`src/rtl/pwbm_pkg.sv`:
```
package pwbm_pkg;

  typedef enum logic [1:0] {
    PH_IDLE = 2'd0,
    PH_LOW  = 2'd1,
    PH_HIGH = 2'd2
  } pwbm_phase_e;

  function automatic int max_of4(input int a, input int b, input int c, input int d);
    int m;
    m = a;
    if (b > m) m = b;
    if (c > m) m = c;
    if (d > m) m = d;
    return m;
  endfunction

endpackage

```
`src/rtl/pwbm_interval_timer.sv`:
```
module pwbm_interval_timer #(
  parameter int CNT_W = 11
) (
  input  logic             clk,
  input  logic             rst_n,
  input  logic             run,
  input  logic             clear,
  input  logic             tick,
  input  logic [CNT_W-1:0] len,
  output logic             expire
);

  logic [CNT_W-1:0] cnt_q;

  // an interval of len ticks ends on the tick that finds cnt_q at len-1
  assign expire = run && tick && (cnt_q == len - CNT_W'(1));

  always_ff @(posedge clk or negedge rst_n) begin
    if (!rst_n) begin
      cnt_q <= '0;
    end else if (clear || expire) begin
      cnt_q <= '0;
    end else if (run && tick) begin
      cnt_q <= cnt_q + CNT_W'(1);
    end
  end

endmodule

```
`src/rtl/pwbm_bit_shifter.sv`:
```
module pwbm_bit_shifter #(
  parameter int DATA_W = 8
) (
  input  logic              clk,
  input  logic              rst_n,
  input  logic              load,
  input  logic [DATA_W-1:0] data,
  input  logic              shift,
  output logic              cur_bit,
  output logic              last_bit
);

  localparam int IDX_W = (DATA_W > 1) ? $clog2(DATA_W) : 1;

  logic [DATA_W-1:0] sr_q;
  logic [IDX_W-1:0]  idx_q;

  assign cur_bit  = sr_q[0];
  assign last_bit = (idx_q == IDX_W'(DATA_W - 1));

  always_ff @(posedge clk or negedge rst_n) begin
    if (!rst_n) begin
      sr_q  <= '0;
      idx_q <= '0;
    end else if (load) begin
      sr_q  <= data;
      idx_q <= '0;
    end else if (shift) begin
      sr_q  <= sr_q >> 1;
      idx_q <= idx_q + IDX_W'(1);
    end
  end

endmodule

```
`src/rtl/pwbm_sequencer.sv`:
```
module pwbm_sequencer
  import pwbm_pkg::*;
(
  input  logic        clk,
  input  logic        rst_n,
  input  logic        accept,
  input  logic        expire,
  input  logic        last_bit,
  output pwbm_phase_e phase,
  output logic        shift,
  output logic        mod_q,
  output logic        done_q
);

  pwbm_phase_e phase_q;

  assign phase = phase_q;
  assign shift = (phase_q == PH_HIGH) && expire && !last_bit;

  always_ff @(posedge clk or negedge rst_n) begin
    if (!rst_n) begin
      phase_q <= PH_IDLE;
      mod_q   <= 1'b1;
      done_q  <= 1'b0;
    end else begin
      done_q <= 1'b0;
      unique case (phase_q)
        PH_IDLE: begin
          if (accept) begin
            phase_q <= PH_LOW;
            mod_q   <= 1'b0;
          end
        end
        PH_LOW: begin
          if (expire) begin
            phase_q <= PH_HIGH;
            mod_q   <= 1'b1;
          end
        end
        PH_HIGH: begin
          if (expire) begin
            if (last_bit) begin
              phase_q <= PH_IDLE;
              done_q  <= 1'b1;
            end else begin
              phase_q <= PH_LOW;
              mod_q   <= 1'b0;
            end
          end
        end
        default: begin
          phase_q <= PH_IDLE;
          mod_q   <= 1'b1;
        end
      endcase
    end
  end

endmodule

```
`src/rtl/pwbm_top.sv`:
```
module pwbm_top
  import pwbm_pkg::*;
#(
  parameter int DATA_W       = 8,
  parameter int ONE_LOW_US   = 1000,
  parameter int ONE_HIGH_US  = 1000,
  parameter int ZERO_LOW_US  = 300,
  parameter int ZERO_HIGH_US = 1700
) (
  input  logic              clk,
  input  logic              rst_n,
  input  logic              tick_us,
  input  logic              in_valid,
  output logic              in_ready,
  input  logic [DATA_W-1:0] in_data,
  output logic              mod_out,
  output logic              busy,
  output logic              done
);

  localparam int MAX_LEN = max_of4(ONE_LOW_US, ONE_HIGH_US, ZERO_LOW_US, ZERO_HIGH_US);
  localparam int CNT_W   = $clog2(MAX_LEN + 1);

  pwbm_phase_e      phase;
  logic             accept;
  logic             expire;
  logic             shift;
  logic             cur_bit;
  logic             last_bit;
  logic [CNT_W-1:0] len;

  assign busy     = (phase != PH_IDLE);
  assign in_ready = !busy;
  assign accept   = in_valid && in_ready;

  always_comb begin
    if (phase == PH_LOW) begin
      len = cur_bit ? CNT_W'(ONE_LOW_US) : CNT_W'(ZERO_LOW_US);
    end else begin
      len = cur_bit ? CNT_W'(ONE_HIGH_US) : CNT_W'(ZERO_HIGH_US);
    end
  end

  pwbm_interval_timer #(.CNT_W(CNT_W)) u_timer (
    .clk    (clk),
    .rst_n  (rst_n),
    .run    (busy),
    .clear  (accept),
    .tick   (tick_us),
    .len    (len),
    .expire (expire)
  );

  pwbm_bit_shifter #(.DATA_W(DATA_W)) u_shifter (
    .clk      (clk),
    .rst_n    (rst_n),
    .load     (accept),
    .data     (in_data),
    .shift    (shift),
    .cur_bit  (cur_bit),
    .last_bit (last_bit)
  );

  pwbm_sequencer u_seq (
    .clk      (clk),
    .rst_n    (rst_n),
    .accept   (accept),
    .expire   (expire),
    .last_bit (last_bit),
    .phase    (phase),
    .shift    (shift),
    .mod_q    (mod_out),
    .done_q   (done)
  );

endmodule

```
`config.mk`:
```
export PLATFORM = sky130hd
export DESIGN_NAME = pwbm_top
export DESIGN_NICKNAME = d
export VERILOG_FILES = /design/src/rtl/pwbm_pkg.sv /design/src/rtl/pwbm_interval_timer.sv /design/src/rtl/pwbm_bit_shifter.sv /design/src/rtl/pwbm_sequencer.sv /design/src/rtl/pwbm_top.sv
export SDC_FILE = /design/constraint.sdc
export NUM_CORES = 1
export LEC_CHECK = 0
export ABC_AREA = 1
export CORE_UTILIZATION = 27
export CTS_CLUSTER_SIZE = 30
export DETAILED_ROUTE_END_ITERATION = 6
export MAX_ROUTING_LAYER = met4
export PLACE_DENSITY = 0.47
export SKIP_LAST_GASP = 1
export SYNTH_ARGS = -nofsm -noshare
export SYNTH_HDL_FRONTEND = slang
export SYNTH_SLANG_ARGS = --single-unit
```
`constraint.sdc`:
```
create_clock -name clk -period 2.05 [get_ports clk]
set_input_delay 0.3075 -clock clk [delete_from_list [all_inputs] [get_ports clk]]
set_output_delay 0.3075 -clock clk [all_outputs]
set_load 0.05 [all_outputs]
```
# ---- Word level (Yosys, flattened, before mapping)
# Cells that the tools add are included.
# Widths: inputs -> output; s select.
dict set report classes {
  add_sub_neg 3
  n_eq_ne 8
  reduce_logical 14
  n_mux 22
}
# cell count
set ops {}
lappend ops {{$mux 11} 4}
lappend ops {{$mux 8} 2}
lappend ops {{$add 11x1->11 const B} 1}
lappend ops {{$eq 11x11->1} 1}
lappend ops {{$sub 11x1->11 const B} 1}
lappend ops {{$mux 10} 1}
lappend ops {{$mux 1} 8}
lappend ops {{$mux 2} 3}
lappend ops {{$mux 3} 2}
lappend ops {{$pmux 2 s3} 1}
lappend ops {{$reduce_bool 2->1} 3}
lappend ops {{$logic_and 1x1->1} 5}
lappend ops {{$ne 2x1->1 const B} 2}
lappend ops {{$ne 2x2->1 const B} 2}
lappend ops {{$reduce_and 4->1} 1}
lappend ops {{$add 3x1->3 const B} 1}
lappend ops {{$eq 3x3->1 const B} 1}
lappend ops {{$pmux 1 s3} 1}
lappend ops {{$reduce_and 3->1} 1}
lappend ops {{$eq 2x1->1 const B} 1}
lappend ops {{$eq 2x2->1 const B} 1}
lappend ops {{$logic_not 1->1} 2}
lappend ops {{$logic_not 2->1} 1}
lappend ops {{$logic_or 1x1->1} 1}
dict set report totals {
  input_bits 12
  word_cells 53
  output_inout_bits 4
  ff_bits 26
}

# ---- Depth between registers and ports, before layout
# Gate-level depths: netlist of the first run.
dict set report depth {
  ltp_word 9
  mapped_depth 9
  mapped_depth_nobuf 9
}

# ---- Hierarchy
# Synthesis of the first run repeated with hierarchy kept, for this count alone.
dict set report hier_totals {
  hier_cells 267
  hier_area_um2 1850.5
}
# module area_per_inst_um2 seq_area_each_um2 cells_per_inst n_inst
set modules_own_cells {}
lappend modules_own_cells {pwbm_interval_timer 1084.8 275.3 174 1}
lappend modules_own_cells {pwbm_bit_shifter 508.0 275.3 58 1}
lappend modules_own_cells {pwbm_sequencer 200.2 101.3 23 1}
lappend modules_own_cells {pwbm_top 57.6 0.0 12 1}

# ---- Worst setup path before layout of the first run
# Ideal clock, no wire load.
dict set report synth_timing {
  path_type {reg-to-reg}
  start {register u_seq.phase_q[0] (netlist: u_seq.phase[0])}
  end {register u_shifter.sr_q[6]}
  arrival_time_ns 1.647
  n_path_buf 1
  synth_period_minus_slack_ns 1.763
  required_ns 1.934
  setup_time_ns 0.116
  path_stages_with_launch 10
  setup_slack_ns 0.287
  cell_sequence {dfrtp_1 > nor2_4 > inv_2 > nor2_2 > inv_2 > buf_2 > nand2_1 > nand2_1 > nand2_1 > nand2_1}
}
dict set report synth_via {
  elab_cells_between_ends 14
  classes_between {1 x add/sub; 3 x eq/ne; 2 x mux; 8 x reduce/logical}
}
# element line_no
set synth_rtl {}
lappend synth_rtl {{start, declared} pwbm_sequencer.sv:15} ;# pwbm_phase_e phase_q;
lappend synth_rtl {{start signal, assigned} pwbm_sequencer.sv:22} ;# phase_q <= PH_IDLE;
lappend synth_rtl {{start signal, assigned} pwbm_sequencer.sv:30} ;# phase_q <= PH_LOW;
lappend synth_rtl {{start signal, assigned} pwbm_sequencer.sv:36} ;# phase_q <= PH_HIGH;
lappend synth_rtl {{$reduce_bool 2->1 (*)} pwbm_top.sv:32} ;# assign busy = (phase != PH_IDLE);
lappend synth_rtl {{$logic_not 1->1 (*)} pwbm_top.sv:33} ;# assign in_ready = !busy;
lappend synth_rtl {{named net in_ready} pwbm_top.sv:14} ;# output logic in_ready,
lappend synth_rtl {{$logic_and 1x1->1 (*)} pwbm_top.sv:34} ;# assign accept = in_valid && in_ready;
lappend synth_rtl {{$mux 8 / $reduce_bool 2->1 (equally long branches)} n/a}
lappend synth_rtl {{end signal, assigned} pwbm_bit_shifter.sv:26} ;# sr_q <= data;
lappend synth_rtl {{end signal, assigned} pwbm_bit_shifter.sv:29} ;# sr_q <= sr_q >> 1;
lappend synth_rtl {{end, declared} pwbm_bit_shifter.sv:15} ;# logic [DATA_W-1:0] sr_q;
# Mark *: on every way through the listed nets, which the timed path passes. The rest lies on a longest branch.
# A chain may end at the register's enable or synchronous reset.

# ---- Worst setup path in the final report of the first run
dict set report layout_timing {
  start {register u_seq.mod_q}
  end {output port mod_out}
}
# element line_no
set layout_rtl {}
lappend layout_rtl {{start, declared} pwbm_sequencer.sv:11} ;# output logic mod_q,
lappend layout_rtl {{start signal, assigned} pwbm_sequencer.sv:23} ;# mod_q <= 1'b1;
lappend layout_rtl {{start signal, assigned} pwbm_sequencer.sv:31} ;# mod_q <= 1'b0;
lappend layout_rtl {{start signal, assigned} pwbm_sequencer.sv:37} ;# mod_q <= 1'b1;
lappend layout_rtl {{end, declared} pwbm_top.sv:16} ;# output logic mod_out,
# No word-level cell between the ends.

==> results of run 1 <==
[Yosys cell counts, types with 2 or more instances]
library cell	instances
ha_1	3
dfrtp_1	25
nand2_2	2
nor2_1	26
nand4_1	5
inv_1	23
nor2_4	2
inv_2	2
nand3_2	4
buf_2	2
xor2_1	4
o21ai_1	2
nand2_1	78
a21oi_1	3
nor3_1	4
nand3_1	17
[report_power, final]
group	leakage (nW)	total (W)	switching, W	internal, W
Sequential	0.337	0.000787	0.000122	0.000665
Clock	0.0288	0.000339	0.000168	0.000172
Combinational	0.571	0.000533	0.000313	0.000220
[stage by stage]
| stage | area (um2) | hold WS [ns] |
|---|---|---|
| finish | 1840 | 0.394 |
| global route | 1840 | 0.442 |
| global placement | 1790 | 0.482 |
| CTS | 1840 | 0.406 |
| floorplan | 1570 | 0.0119 |
| detailed placement | 1790 | 0.472 |
[layer usage]
metal | up-vias | global-route usage
li1 | 701 | -
met1 | 578 | 0.193
met2 | 20 | 0.175
met3 | 2 | 0.0174
met4 | 0 | 0.0444
met5 | - | -
[final timing paths]
check,slack (ns),to,start,depth (start not counted)
max,0.13,mod_out,u_seq.mod_q,1
min,0.39,u_timer.cnt_q[2],rst_n,2
max reg2reg,0.29,u_shifter.sr_q[2],u_timer.cnt_q[0],9
min reg2reg,0.48,u_seq.mod_q,u_seq.mod_q,2
max in group asynchronous,1.35,u_seq.mod_q,rst_n,2
min in group clk,0.48,u_seq.mod_q,u_seq.mod_q,2
[cell families (layout without fill, tap and decap cells)]
| group | Yosys count | after routing | synth area share |
|---|---|---|---|
| AO/OA/AOI/OAI | 8 | 8 | 0.0288 |
| XOR/XNOR | 4 | 4 | 0.0224 |
| adder cells (fa/ha/maj) | 3 | 3 | 0.0240 |
| buffers and inverters | 29 | 47 | 0.0823 |
| flip-flops | 26 | 26 | 0.416 |
| AND/OR/NAND/NOR | 143 | 143 | 0.426 |
[sequential cells by signal, summed over array words and instances (netlist names)]
name,flops
u_seq.done_q,1
u_seq.mod_q,1
u_seq.phase,2
u_shifter.idx_q,3
u_shifter.sr_q,8
u_timer.cnt_q,11
[cell type report]
cell class	count	area, um2
fillers	617	3700
multi-input cells	158	785
flip-flops and latches	26	652
repair buffers	18	169
inverters	25	93.8
well taps	72	90.1
clock buffers	4	55.1
[timing repair]
action                                  in CTS  in global routing
resized for setup                            1                  0
setup buffers                                0                  0
endpoints found under the setup margin       1                  0
==> results.py, run 1 <==
metrics = {
    "logic_synthesis": {
        "syn_inst": 213,
        "syn_area_per_cell_um2": 7.35,
        "yosys_most_used_dff": "dfrtp_1",
        "ys_seq_area_frac": 0.416,
        "synth-seq-cells": 26,
        "syn_nets": 228,
        "synth_top_area_frac": 0.400,
        "ys_types": 27,
        "async_reset_ff_frac": 1.00,
        "synthTopCellsByArea": "dfrtp_1, nand2_1, nor2_1",
        "syn_area_um2": 1570,
        "yosysWarnings": 0,
        "yosysTopAreaCell": "dfrtp_1",
        "synth_edf_count": 0,
    },
    "timing": {
        "finalHoldViolCount": 0,
        "slew_headroom": 0.675,
        "finalCritPeriodShare": 0.937,
        "rsz0062_at_grt": "no",
        "setup_tns_ns": 0,
        "clock_skew_ns": 0.00362,
        "tightest_slew_ns": 0.486,
        "period_needed_ns": 1.92,
        "setup_ws_ns": 0.129,
        "fmax_mhz": 520,
        "drv_slew": 0,
        "setup_viol": 0,
    },
    "final_layout": {
        "layoutNonFillerInstCount": 303,
        "area_delta_synth_final_pct": 17.8,
        "fin_nets": 247,
        "final_cell_mix": "nand2_1, nor2_1, dfrtp_1",
        "antennaDiodeCount": 0,
        "final_common_cell": "nand2_1",
        "utilization": 0.333,
        "drive_above_1_share": 0.104,
    },
    "power": {
        "power_w": 0.00166,
        "p_leak_nw": 0.937,
        "ir_drop_uv": 283,
        "p_per_area_nw_per_um2": 900,
    },
    "routing": {
        "drtIter0Drc": 48,
        "viasPerCell": 4.29,
        "wl_met2_mm": 1.34,
        "vias": 1301,
        "firstDrtPassIters": 4,
        "wl_met3_um": 109,
        "post_drt_wl_per_cell_um": 11.0,
        "top_layer_used": "met4",
        "wl_met1_mm": 1.84,
        "antenna_left": 0,
        "drc": 0,
        "wirelength_mm": 3.33,
    },
    "clock_tree": {
        "cts_max_level": 1,
        "cts.sinks": 26,
        "path_clk_slew_ns": 0.09,
        "numCtsBuffers": 3,
        "cts-root-buf": "clkbuf_8",
        "clock_latency_ns": 0.27,
        "cts_tree": "built",
        "postCtsHoldBufs": 0,
        "clock_path_buffers": 2,
    },
    "floorplan": {
        "io_pins": 16,
        "die_w_um": 78.1,
        "start_util": 0.283,
        "core_area_um2": 5540,
        "die_y_um": 78.1,
        "placementRows": 27,
        "die_area_um2": 6110,
    },
    "status": {
        "status": "completed",
    },
    "placement": {
        "pre_cts_ws_ns": 0.166,
        "place_congestion": 0.854,
        "port_buffers": 15,
        "place_hpwl_mm": 2.44,
        "dp_cells": 299,
    },
    "global_routing": {
        "grt_pass1_vias": 1229,
        "grt.total_usage": 0.129,
        "grt_max_degree": 27,
        "grt_pass1_wl_mm": 5.98,
        "overflow": 0,
        "antenna_found_initial": 0,
    },
    "setup_path": {
        "crit_path_max_incr_delay_ns": 0.79,
        "cp_cell_sequence": "clkdlybuf4s50_1",
        "critPathKind": "reg -> out",
        "cp_max_fo": 2,
        "required_ns": 1.74,
        "critical-path-top-delay-family": "buffers and inverters",
        "cp_slowest_cell": "clkdlybuf4s50_1",
        "critPathBufInv": 1,
        "cp-start-kind": "flop",
        "crit_path_end_kind": "primary output",
        "crit_arrival_ns": 1.61,
    },
    "worst_hold_path": {
        "hold_class": "in -> async",
    },
    "run": {
        "cap_violations": 0,
    },
}
(Power assumes the default switching activity.)
==> run 2, diff against run 1 <==
- GPL_ROUTABILITY_DRIVEN: unset -> 0
==> results of run 2 <==
The final DEF is identical to that of run 1; final timing and power are the same.
==> run 3, diff against run 2 <==
- PLACE_DENSITY: 0.47 -> 0.46
- SYNTH_HIERARCHICAL: unset -> 1
==> run 3 against run 2 <==
Via count rose by 32%; maximum frequency fell by 11%; area after synthesis rose by 18%; sequential power fell by 4.7%; first-iteration DRC count rose by 25%; cell count rose by 35%; sequential share of layout area fell by 9.6 points; the flow now finishes with violations (setup timing); largest cell class unchanged; hold slack improved by 0.0089 ns.
==> results.py, run 3 <==
metrics = {
    "run": {
        "cap_violations": 0,
    },
    "logic_synthesis": {
        "synth_common_cells": "nand2_1, nand3_1, inv_1",
        "yosysTopAreaCell": "dfrtp_1",
        "synthTopCellsByArea": "dfrtp_1, nand2_1, nand3_1",
        "ys_seq_area_frac": 0.352,
        "synth_top_area_frac": 0.338,
        "synthMuxAreaShare": 0.00541,
        "synthAdderAreaFrac": 0.0270,
        "syn_area_um2": 1850,
        "synth_compound_area_frac": 0.0210,
        "yosysWarnings": 6,
        "syn_area_per_cell_um2": 6.93,
        "synth-seq-cells": 26,
        "synth_top_family_by_area": "simple AND/OR/NAND/NOR gates",
        "syn_inst": 267,
        "ys_types": 31,
        "synth_xor_area_frac": 0.0473,
        "async_reset_ff_frac": 1.00,
        "synth_most_common_cell": "nand2_1",
        "synthSimpleGateAreaFrac": 0.456,
        "yosys_most_used_dff": "dfrtp_1",
        "synth_edf_count": 0,
    },
    "clock_tree": {
        "path_clk_slew_ns": 0.09,
        "postCtsHoldBufs": 0,
        "clock_latency_ns": 0.27,
        "cts.sinks": 26,
        "cts-root-buf": "clkbuf_8",
        "cts_max_level": 1,
        "clock_path_buffers": 2,
        "numCtsBuffers": 3,
        "cts_tree": "built",
    },
    "floorplan": {
        "core_area_um2": 6490,
        "placementRows": 29,
        "die_area_um2": 7190,
        "die_y_um": 84.8,
        "start_util": 0.285,
        "die_w_um": 84.8,
        "io_pins": 16,
    },
    "global_routing": {
        "grt_max_degree": 27,
        "antenna_found_initial": 0,
        "overflow": 0,
        "grt_pass1_wl_mm": 7.32,
        "grt.total_usage": 0.131,
        "grt_pass1_vias": 1654,
    },
    "routing": {
        "drc": 0,
        "viasPerCell": 4.19,
        "post_drt_wl_per_cell_um": 10.2,
        "firstDrtPassIters": 4,
        "vias": 1713,
        "antenna_left": 0,
        "wirelength_mm": 4.18,
        "drtIter0Drc": 60,
    },
    "final_layout": {
        "largestRegisters": "u_timer/cnt_q: 11 flops, u_shifter/sr_q: 8 flops, u_shifter/idx_q: 3 flops",
        "drive_above_1_share": 0.274,
        "largest-register": "u_timer/cnt_q",
        "largest_reg_flops": 11,
        "area_delta_synth_final_pct": 37.5,
        "fin_nets": 349,
        "fillers": 668,
        "antennaDiodeCount": 0,
        "utilization": 0.392,
        "final_cell_mix": "nand2_1, buf_4, nand3_1",
        "register_area_um2": 654,
        "multi_input_area_um2": 1190,
        "final_common_cell": "nand2_1",
        "layoutNonFillerInstCount": 409,
    },
    "setup_path": {
        "reg2reg_depth": 15,
        "crit_path_end_kind": "flop",
        "r2r_start": "u_seq/phase[1]",
        "crit_arrival_ns": 2.33,
        "reg2reg_to": "u_shifter/sr_q[1]",
        "required_ns": 2.21,
        "cp-start-kind": "flop",
        "cp_max_fo": 7,
        "critPathKind": "reg -> reg",
        "reg2reg_slack_ns": -0.12,
    },
    "timing": {
        "finalHoldViolCount": 0,
        "fmax_mhz": 461,
        "setup_viol": 13,
        "period_needed_ns": 2.17,
        "finalCritPeriodShare": 1.06,
        "setup_ws_ns": -0.119,
        "drv_slew": 0,
        "whs_ns": 0.402,
        "rsz0062_at_grt": "yes",
        "clock_skew_ns": 0.00423,
    },
    "placement": {
        "place_hpwl_mm": 3.28,
        "dp_cells": 400,
        "port_buffers": 15,
    },
    "status": {
        "status": "complete, but fails checks",
        "violations": "setup timing",
    },
    "power": {
        "ir_drop_uv": 507,
        "p_per_area_nw_per_um2": 941,
        "p_leak_nw": 1.30,
    },
    "worst_hold_path": {
        "hold_class": "in -> async",
    },
}
==> run 3: cells by family after synthesis <==
logic type      count (synthesis)
simple gates                  178
flops                          26
mux                             1
xor+xnor                       10
other cells                     2
compound gates                  6
buf+inv                        40
fa+ha+maj                       4
==> run 3: repair_timing <==
action / 4_1_cts / 5_1_grt
endpoints found under the setup margin: 13 / 25
gates cloned: 2 / 0
resized for setup: 5 / 8
setup buffers: 3 / 2
pin swaps: 11 / 11
==> run 3: metrics by stage <==
step	setup WS (ns)	power [W]	instance area, um2	setup TNS, ns
after global routing	-0.312	0.00260	2540	-3.57
after global placement	-0.217	0.00204	2400	-2.44
after CTS	-0.135	0.00240	2500	-1.55
final	-0.119	0.00239	2540	-1.23
after floorplan	-0.163	0.00160	1950	-1.62
after detailed placement	-0.259	0.00204	2400	-2.83
==> run 3: layout make-up <==
class | instances | share of cell area
Multi-Input combinational cell | 214 | 0.469
Sequential cell | 26 | 0.257
Timing Repair Buffer | 50 | 0.161
Inverter | 38 | 0.0571
Tap cell | 77 | 0.0379
Clock buffer | 4 | 0.0177
==> run 3: report_power, final <==
| group | total (W) | internal, W | switching, W |
|---|---|---|---|
| combinational | 0.00134 | 0.000561 | 0.000778 |
| clock | 0.000305 | 0.000139 | 0.000166 |
| sequential | 0.000750 | 0.000658 | 0.0000917 |
==> run 3: per-layer routing <==
| layer | vias up | global-route usage | share of wire | wire length [um] |
|---|---|---|---|---|
| met2 | 18 | 0.229 | 0.49 | 2030 |
| li1 | 951 | - | - | - |
| met4 | 0 | 0.0324 | 0.0053 | 22 |
| met3 | 2 | 0.0147 | 0.020 | 83 |
| met5 | - | - | 0 | 0 |
| met1 | 742 | 0.163 | 0.49 | 2040 |
==> run 3: worst max-delay path, stage by stage, from the launching register on <==
cell     delay [ns]
dfrtp_2        0.45
o21ai_4        0.24
inv_1          0.07
nand2_1        0.08
nand3_1        0.07
nand2_1        0.09
nand3_2        0.11
nor2_4         0.16
nand4_4        0.11
inv_2          0.08
inv_2          0.04
nor4_4         0.17
buf_6          0.19
nor2_4         0.05
nand2_1        0.07
nand3_1        0.06
==> run 3: worst max path at each step <==
| stage | start | to | slack (ns) | cells past startpoint |
|---|---|---|---|---|
| 4_1_cts | u_seq/phase[0] | u_shifter/sr_q[4] | -0.14 | 16 |
| 5_1_grt | u_seq/phase[1] | u_shifter/sr_q[0] | -0.31 | 15 |
| 3_3_place_gp | u_seq/phase[1] | u_shifter/sr_q[3] | -0.22 | 15 |
| 3_5_place_dp | tick_us | u_shifter/sr_q[2] | -0.26 | 15 |
| 2_1_floorplan | u_seq/phase[0] | u_shifter/sr_q[2] | -0.16 | 15 |
| 6_report | u_seq/phase[1] | u_shifter/sr_q[1] | -0.12 | 15 |
